## config.mk

```make
export PLATFORM = sky130hd
export DESIGN_NAME = cmdreg_top
export DESIGN_NICKNAME = d
export VERILOG_FILES = /design/src/rtl/cmdreg_pkg.sv /design/src/rtl/cmdreg_rst_sync.sv /design/src/rtl/cmdreg_lane_map.sv /design/src/rtl/cmdreg_bank.sv /design/src/rtl/cmdreg_top.sv
export SDC_FILE = /design/constraint.sdc
export NUM_CORES = 1
export LEC_CHECK = 0
export ABC_AREA = 1
export BUFFER_PORTS_ARGS = -buffer_cell sky130_fd_sc_hd__buf_2
export CORE_MARGIN = 5
export CORE_UTILIZATION = 39
export DETAILED_ROUTE_END_ITERATION = 16
export GPL_TIMING_DRIVEN = 0
export PLACE_DENSITY = 0.7
export SETUP_SLACK_MARGIN = 0.05
export SYNTH_ARGS = -nofsm -noshare
export SYNTH_HDL_FRONTEND = slang
export SYNTH_SLANG_ARGS = --single-unit
export TNS_END_PERCENT = 10
```

## constraint.sdc

```tcl
create_clock -name clk -period 0.8 [get_ports clk]
set_input_delay 0.04 -clock clk [delete_from_list [all_inputs] [get_ports clk]]
set_output_delay 0.04 -clock clk [all_outputs]
set_load 0.01 [all_outputs]
```

## src/rtl/cmdreg_pkg.sv

```systemverilog
package cmdreg_pkg;

  typedef struct packed {
    logic dup;
    logic alt;
  } cmdreg_mode_t;

  // control lane positions: standard layout counts from the bottom,
  // alternate layout counts from the top of the primary lanes
  localparam int CKE_STD      = 0;
  localparam int ODT_STD      = 3;
  localparam int CKE_ALT_TOP  = 1;
  localparam int ODT_ALT_TOP  = 4;

  function automatic logic is_ctrl_lane(input int lane, input int pri, input cmdreg_mode_t m);
    if (m.dup && m.alt)
      return (lane == pri - CKE_ALT_TOP) || (lane == pri - ODT_ALT_TOP);
    return (lane == CKE_STD) || (lane == ODT_STD);
  endfunction

endpackage

```

## src/rtl/cmdreg_rst_sync.sv

```systemverilog
module cmdreg_rst_sync #(
  parameter int STAGES = 2
) (
  input  logic clk,
  input  logic rst_n,
  output logic rst_sync_n
);
  logic [STAGES-1:0] chain;

  always_ff @(posedge clk or negedge rst_n) begin
    if (!rst_n) chain <= '0;
    else        chain <= {chain[STAGES-2:0], 1'b1};
  end

  assign rst_sync_n = chain[STAGES-1];
endmodule

```

## src/rtl/cmdreg_lane_map.sv

```systemverilog
module cmdreg_lane_map
  import cmdreg_pkg::*;
#(
  parameter int PRI = 13,
  parameter int SEC = 11,
  localparam int TOT = PRI + SEC
) (
  input  cmdreg_mode_t   mode,
  output logic [TOT-1:0] use_mask,
  output logic [TOT-1:0] ctrl_mask
);
  for (genvar g = 0; g < TOT; g++) begin : g_lane
    if (g < PRI) begin : g_pri
      assign use_mask[g]  = 1'b1;
      assign ctrl_mask[g] = is_ctrl_lane(g, PRI, mode);
    end else begin : g_sec
      assign use_mask[g]  = ~mode.dup;
      assign ctrl_mask[g] = 1'b0;
    end
  end
endmodule

```

## src/rtl/cmdreg_bank.sv

```systemverilog
module cmdreg_bank #(
  parameter int TOT = 24
) (
  input  logic           clk,
  input  logic           rst_n,
  input  logic [TOT-1:0] use_mask,
  input  logic [TOT-1:0] ctrl_mask,
  input  logic           hold,
  input  logic [TOT-1:0] d,
  input  logic           cs_in,
  output logic [TOT-1:0] q,
  output logic           q_cs
);
  for (genvar g = 0; g < TOT; g++) begin : g_bit
    always_ff @(posedge clk or negedge rst_n) begin
      if (!rst_n)                      q[g] <= 1'b0;
      else if (!use_mask[g])           q[g] <= 1'b0;
      else if (ctrl_mask[g] || !hold)  q[g] <= d[g];
    end
  end

  always_ff @(posedge clk or negedge rst_n) begin
    if (!rst_n) q_cs <= 1'b0;
    else        q_cs <= cs_in;
  end
endmodule

```

## src/rtl/cmdreg_top.sv

```systemverilog
module cmdreg_top
  import cmdreg_pkg::*;
#(
  parameter int PRI_LANES   = 13,
  parameter int SEC_LANES   = 11,
  parameter int SYNC_STAGES = 2
) (
  input  logic                           clk,
  input  logic                           rst_n,
  input  logic                           cfg_dup,
  input  logic                           cfg_alt,
  input  logic                           cs_dev,
  input  logic                           cs_rank,
  input  logic [PRI_LANES+SEC_LANES-1:0] din,
  output logic [PRI_LANES+SEC_LANES-1:0] qa,
  output logic [PRI_LANES-1:0]           qb,
  output logic                           qcs_a,
  output logic                           qcs_b
);
  localparam int TOT = PRI_LANES + SEC_LANES;

  logic           rst_int;
  cmdreg_mode_t   mode_q;
  logic [TOT-1:0] use_mask;
  logic [TOT-1:0] ctrl_mask;
  logic [TOT-1:0] bank_q;
  logic           bank_cs;

  cmdreg_rst_sync #(.STAGES(SYNC_STAGES)) u_rst (
    .clk        (clk),
    .rst_n      (rst_n),
    .rst_sync_n (rst_int)
  );

  // mode follows the pins only while the block is held in reset
  always_ff @(posedge clk) begin
    if (!rst_int) begin
      mode_q.dup <= cfg_dup;
      mode_q.alt <= cfg_alt;
    end
  end

  cmdreg_lane_map #(.PRI(PRI_LANES), .SEC(SEC_LANES)) u_map (
    .mode      (mode_q),
    .use_mask  (use_mask),
    .ctrl_mask (ctrl_mask)
  );

  cmdreg_bank #(.TOT(TOT)) u_bank (
    .clk       (clk),
    .rst_n     (rst_int),
    .use_mask  (use_mask),
    .ctrl_mask (ctrl_mask),
    .hold      (cs_dev & cs_rank),
    .d         (din),
    .cs_in     (cs_dev),
    .q         (bank_q),
    .q_cs      (bank_cs)
  );

  assign qa    = bank_q;
  assign qb    = mode_q.dup ? bank_q[PRI_LANES-1:0] : '0;
  assign qcs_a = bank_cs;
  assign qcs_b = mode_q.dup ? bank_cs : 1'b0;
endmodule

```

==> results of run 1 <==
## area by class of cell
cell class                 instances  area (µm²)
sequential                        29         741
timing repair buffer              99         786
clock inverter                     1        5.00
clock buffer                       7        65.1
tap                               44        55.1
multi-input combinational         92         449
buffer                             7        78.8
inverter                          17        63.8
fill                             248         835
## power by group through the flow
stage / Sequential (W) / Clock [W] / Combinational, W
after floorplan: 0.00173 / 0 / 0.000223
after global placement: 0.00170 / 0 / 0.000511
after CTS: 0.00168 / 0.00102 / 0.000692
final: 0.00169 / 0.000994 / 0.000787
after global routing: 0.00172 / 0.00109 / 0.000852
after detailed placement: 0.00170 / 0 / 0.000519
## metrics by stage
step	power [W]	setup TNS, ns
6_report	0.00348	-14.31
4_1_cts	0.00339	-14.72
5_1_grt	0.00365	-17.18
2_1_floorplan	0.00196	-1.21
3_5_place_dp	0.00222	-3.61
3_3_place_gp	0.00221	-3.27
## worst max-delay path by stage
stage / from / endpoint / slack [ns] / cells past startpoint
after floorplan: u_rst.chain[1] / mode_q[0] / -0.18 / 1
after global placement: u_rst.chain[1] / mode_q[1] / -0.23 / 1
after detailed placement: u_rst.chain[1] / mode_q[1] / -0.24 / 1
after CTS: mode_q[1] / qb[4] / -0.44 / 5
after global routing: mode_q[1] / qb[1] / -0.49 / 5
final: mode_q[1] / qb[1] / -0.43 / 5
## critical path: cells and delay by family, from the launching register on
kind	cells	cell delay [ns]
simple gates	1	0.06
buf+inv	4	0.44
flops	1	0.38
## layer usage
layer	routed length, µm	track usage, %	vias to the layer above
met5	0	0	-
met4	68	5.33	0
met3	227	3.71	8
met2	2250	34.3	48
met1	1370	19.8	624
li1	-	-	646
## cell usage after synthesis
cell type	instances	area [µm²]
sky130_fd_sc_hd__dfrtp_1	27	676
sky130_fd_sc_hd__nand2_4	1	11.3
sky130_fd_sc_hd__o21ai_0	2	10.0
sky130_fd_sc_hd__conb_1	1	3.75
sky130_fd_sc_hd__nand2_1	72	270
sky130_fd_sc_hd__nand3_2	1	10.0
sky130_fd_sc_hd__inv_2	2	7.51
sky130_fd_sc_hd__nor2_4	1	11.3
sky130_fd_sc_hd__nand2_2	1	6.26
sky130_fd_sc_hd__nor2_1	1	3.75
sky130_fd_sc_hd__edfxtp_1	2	60.1
sky130_fd_sc_hd__nand3_1	12	60.1
sky130_fd_sc_hd__buf_4	2	15.0
sky130_fd_sc_hd__inv_1	15	56.3
sky130_fd_sc_hd__buf_6	5	56.3
## flip-flops by register name, indices dropped and copies added (netlist names)
name and flops:
mode_q 2, u_bank.q_cs 1, u_bank.q 24, u_rst.chain 2
## kinds of logic (layout without fill, tap and decap cells)
family	after synthesis	count (layout)	share of synthesized area [%]
AND/OR/NAND/NOR	89	89	29.7
other	1	1	0.298
buffers and inverters	24	131	10.7
AO/OA/AOI/OAI	2	2	0.796
flip-flops	29	29	58.5
## repair_timing
action	4_1_cts	5_1_grt
buffers inserted	2	0
pin swaps	1	0
cloned	1	0
setup endpoints to repair	56	56
hold buffers	28	0
endpoints found under the hold margin	29	0
gates resized for setup	20	35
==> impl_metrics.csv, run 1 <==
group,metric,value,unit
timing,setup_repair_after_global_routing_missed_its_margin,"true",
die,coreArea,3080,µm²
synthesis,synth.yosys.seq_area_share,58.5,%
place,detailed_place_hpwl,2.26,mm
clock_tree,deepest_level_of_the_cts_h_tree,2,
timing,worst_hold_slack,0.0346,ns
drt,drtPass1Iterations,4,
setup_path,setup_slack_of_the_most_critical_reg_to_reg_path,-0.38,ns
cells_and_area,layout-drive-gt1-share,48.8,%
pwr,pwr_density_cell,1550,nW/µm²
clock_tree,cts_max_path_buffers,2,
job,timing.max_cap.violations,0,
timing,post-route-worst-setup-slack,-0.434,ns
global_route,largest_net_degree_at_the_start_of_global_routing,27,
cells_and_area,mostFrequentLayoutCells,"57 x sky130_fd_sc_hd__nand2_1, 51 x sky130_fd_sc_hd__buf_2, 28 x sky130_fd_sc_hd__dlygate4sd3_1",
die,floorplan.die.height,66.8,µm
timing,maxSlewViolCount,0,
clock_tree,cts.sink_count,29,
die,floorplan.initialDensity,40.9,%
cells_and_area,finish.utilization,72.9,%
global_route,grt_pass1_vias,1317,
pwr,comb_power_share,22.7,%
setup_path,worst_path_max_delay_cell,"sky130_fd_sc_hd__edfxtp_1",
timing,finalWorstPathRequiredPeriod,1.23,ns
clock_tree,cts.root.buffer_cell,"sky130_fd_sc_hd__clkbuf_4",
setup_path,worstSetupPathType,"flop to output pin",
setup_path,timing.critical_path.to_type,"output pin",
drt,drc,0,
global_route,first_pass_grt_wire_length,5.99,mm
pwr,power.clock.fraction,28.6,%
clock_tree,clkSlewWorstSetupHoldPaths,0.09,ns
setup_path,crit_path_cell_trace,"buf_6, buf_16, nand2_2, inv_2, buf_6",
drt,vias_per_cell,4.48,
clock_tree,cts_tree,"built",
timing,hold_viol,0,
die,floorplan.io_pins,69,
drt,dr_total_vias,1326,
die,die_width,66.8,µm
min_path,worst_hold_path_type,"input port to asynchronous set/reset pin",
cells_and_area,area.growth.synth_to_final,78.4,%
pwr,power.switching,0.000949,W
drt,drt_wl_total,3.91,mm
pwr,vdd_drop_max,1.24,mV
synthesis,yosys_register_bits,29,
place,count_of_buffers_from_port_buffering,68,
place,dpl.cell_count,257,
outcome,outcome,"finished, violations left",
drt,wl_per_cell,13.2,µm
timing,clock_skew,0.00446,ns
pwr,share_seq_of_total_power,48.7,%
global_route,number_of_antenna_violations_at_the_first_check_in_global_routing,0,
setup_path,worstPathRequired,0.76,ns
setup_path,timing.critical_path.from_type,"flop",
place,dpl_cell_area,1660,µm²
cells_and_area,num-nets-final,281,
outcome,violations,"setup timing",
clock_tree,clk-insertion-delay-late,0.31,ns
timing,final_setup_fails,56,
clock_tree,number_of_buffers_added_by_the_clock_tree_synthesis_step,5,
synthesis,synth_warnings,0,
synthesis,post_synth_inst_count,145,
synthesis,mappedNetlistNets,175,
pwr,power.share.switching,27.3,%
setup_path,cp_slowest_stage_delay,0.38,ns
setup_path,crit_top_cell,"sky130_fd_sc_hd__buf_6",
timing,fin_crit_sh,154,%
die,std_cell_rows,20,
setup_path,r2r_end,"u_bank.q[20]",
cells_and_area,mostFrequentLayoutCell,"sky130_fd_sc_hd__nand2_1",
cells_and_area,finish.instance_area,2240,µm²
setup_path,crit_arrival,1.19,ns
pwr,power.internal,0.00253,W
synthesis,synth.lib_cells_used.distinct,15,
setup_path,ff_to_ff_path_depth,7,
cells_and_area,diodes,0,
synthesis,syn-mean-instance-area,8.67,µm²
setup_path,path_max_fanout,5,
drt,drt_iter0_drc,48,
timing,fmax,0.810,GHz
synthesis,netlist_area,1260,µm²
setup_path,critical_path.reg2reg.startpoint,"mode_q[1]",
drt,antenna_violating_nets_left,0,
cells_and_area,layoutNonFillerInstCount,296,
die,fp.dieArea,4460,µm²
global_route,grt_util_all_layers,18.0,%
global_route,remaining_global_route_overflow,0,
pwr,p_leak,1.27,nW
place,placer_congestion,0.689,
place,pre_cts_ws,-0.238,ns
Note: power is estimated with default switching activity, not from simulation.
==> run 2: changes to the inputs <==
CORE_ASPECT_RATIO = 0.9   (was not set)
REMOVE_ABC_BUFFERS = 1   (was not set)
==> run 2 against run 1 <==
  * The flow still finishes with violations (setup timing)
  * Combinational power is 15% lower
  * Global-route usage is 1.3 points lower
  * Non-clock buffer count down 5
  * Fmax increased by 5.3%
  * Routed wire length decreased by 8.4%
  * Utilization is 7.5 points lower
  * Cell count is 2.4% lower
  * Largest power group unchanged
  * Sequential power shrank 2%
  * Critical path type unchanged
  * Highest routed layer unchanged
  * First-iteration DRC count down 15%
  * Die area about the same
  * Register-to-register slack improved by 0.11 ns
==> impl_metrics.csv, run 2 (synthesis gave the netlist of run 1 again) <==
group,metric,value,unit
timing,post-route-worst-setup-slack,-0.373,ns
drt,antenna_violating_nets_left,0,
pwr,p_leak,1.20,nW
setup_path,cp_slowest_stage_delay,0.41,ns
cells_and_area,num-nets-final,276,
setup_path,r2r_end,"u_bank.q[12]",
drt,dr_total_vias,1252,
cells_and_area,area.growth.synth_to_final,59.5,%
timing,final_setup_fails,56,
setup_path,ff_to_ff_path_depth,6,
setup_path,path_max_fanout,4,
global_route,largest_net_degree_at_the_start_of_global_routing,26,
clock_tree,clkSlewWorstSetupHoldPaths,0.08,ns
cells_and_area,layout-drive-gt1-share,34.8,%
global_route,grt_pass1_vias,1310,
clock_tree,clk-insertion-delay-late,0.31,ns
die,fp.dieArea,4460,µm²
die,floorplan.die.height,63.9,µm
setup_path,worst_path_max_delay_cell,"sky130_fd_sc_hd__edfxtp_1",
clock_tree,deepest_level_of_the_cts_h_tree,2,
clock_tree,cts_max_path_buffers,2,
timing,fin_crit_sh,147,%
drt,drt_iter0_drc,41,
drt,drt_wl_total,3.58,mm
outcome,violations,"setup timing",
clock_tree,cts.root.buffer_cell,"sky130_fd_sc_hd__clkbuf_4",
timing,clock_skew,0.00233,ns
global_route,first_pass_grt_wire_length,6.04,mm
die,floorplan.initialDensity,41.0,%
place,detailed_place_hpwl,2.06,mm
setup_path,worst_setup_path_endpoint,"qb[6]",
setup_path,timing.critical_path.to_type,"output pin",
setup_path,timing.critical_path.from_type,"flop",
die,floorplan.io_pins,69,
place,dpl_cell_area,1580,µm²
setup_path,worstSetupStartpoint,"mode_q[1]",
cells_and_area,finish.instance_area,2010,µm²
die,std_cell_rows,19,
clock_tree,cts.sink_count,29,
clock_tree,number_of_buffers_added_by_the_clock_tree_synthesis_step,5,
setup_path,crit_arrival,1.13,ns
timing,fmax,0.853,GHz
cells_and_area,diodes,0,
place,placer_congestion,0.716,
place,count_of_buffers_from_port_buffering,68,
setup_path,crit_path_cell_trace,"buf_4, nand2_1, inv_1, buf_2",
cells_and_area,largest_reg_flops,24,
cells_and_area,mostFrequentLayoutCell,"sky130_fd_sc_hd__nand2_1",
global_route,number_of_antenna_violations_at_the_first_check_in_global_routing,0,
die,die_width,69.9,µm
min_path,worst_hold_path_type,"input port to asynchronous set/reset pin",
outcome,outcome,"finished, violations left",
drt,drc,0,
timing,setup_repair_after_global_routing_missed_its_margin,"true",
timing,hold_viol,0,
drt,drtPass1Iterations,4,
die,coreArea,3070,µm²
global_route,remaining_global_route_overflow,0,
drt,vias_per_cell,4.33,
setup_path,worstSetupPathType,"flop to output pin",
cells_and_area,mostFrequentLayoutCells,"72 x sky130_fd_sc_hd__nand2_1, 61 x sky130_fd_sc_hd__buf_2, 28 x sky130_fd_sc_hd__dlygate4sd3_1",
setup_path,critical_path.reg2reg.startpoint,"mode_q[1]",
timing,worst_hold_slack,0.0281,ns
global_route,grt_util_all_layers,16.8,%
pwr,vdd_drop_max,0.897,mV
timing,maxSlewViolCount,0,
clock_tree,cts_tree,"built",
cells_and_area,layout_top_registers,"u_bank.q: 24 flops, mode_q: 2 flops, u_rst.chain: 2 flops",
timing,finalWorstPathRequiredPeriod,1.17,ns
job,timing.max_cap.violations,0,
drt,wl_per_cell,12.4,µm
setup_path,setup_slack_of_the_most_critical_reg_to_reg_path,-0.27,ns
cells_and_area,largest_register,"u_bank.q",
pwr,pwr_density_cell,1560,nW/µm²
setup_path,worstPathRequired,0.76,ns
run 2: power breakdown:
part | switching [W] | total, W | internal, W | leakage, nW
Clock | 0.000459 | 0.000809 | 0.000350 | 0.0265
Sequential | 0.0000696 | 0.00165 | 0.00158 | 0.352
Combinational | 0.000331 | 0.000671 | 0.000340 | 0.822
Total | 0.000859 | 0.00313 | 0.00227 | 1.20
run 2: through the flow:
stage | setup TNS [ns] | std cells | power [W] | worst slack (ns) | utilization, %
2_1_floorplan | -6.76 | 138 | 0.00192 | -0.470 | -
3_3_place_gp | -24.36 | 248 | 0.00217 | -0.732 | 51.5
3_5_place_dp | -25.38 | 248 | 0.00218 | -0.760 | 51.5
4_1_cts | -10.98 | 289 | 0.00314 | -0.377 | 63.8
5_1_grt | -13.75 | 289 | 0.00332 | -0.444 | 65.4
6_report | -10.40 | 289 | 0.00313 | -0.373 | 65.4
run 2: area by class of cell:
cell class / instances / area, µm²
inverter: 17 / 63.8
timing repair buffer: 101 / 709
multi-input combinational: 92 / 392
fill: 242 / 1060
clock buffer: 8 / 48.8
tap: 42 / 52.6
sequential: 29 / 739
run 2: routing by layer:
layer	vias to the layer above	part of all wire, %	track usage (%)
met2	57	49	30.5
met1	557	42	18.3
met3	4	8.8	6.43
met4	0	0.64	4.31
li1	634	-	-
met5	-	0	0
run 2: how the worst min path moves through the flow:
stage,to,depth (start not counted)
floorplan,u_rst.chain[0],0
global placement,u_rst.chain[0],1
detailed placement,u_rst.chain[0],1
CTS,u_rst.chain[1],2
global route,u_rst.chain[1],2
finish,u_rst.chain[1],2
run 2: what timing repair did:
action	CTS	global route
pin swaps	1	1
gates cloned	0	0
resized for setup	4	8
setup buffers	5	0
hold buffers	28	0
endpoints found under the hold margin	29	0
setup endpoints to repair	81	65
run 2: worst max-delay path: cells and delay by family (launching register included):
kind          cells  cell delay, ns
simple gates      1            0.07
flops             1            0.41
buf+inv           3            0.35
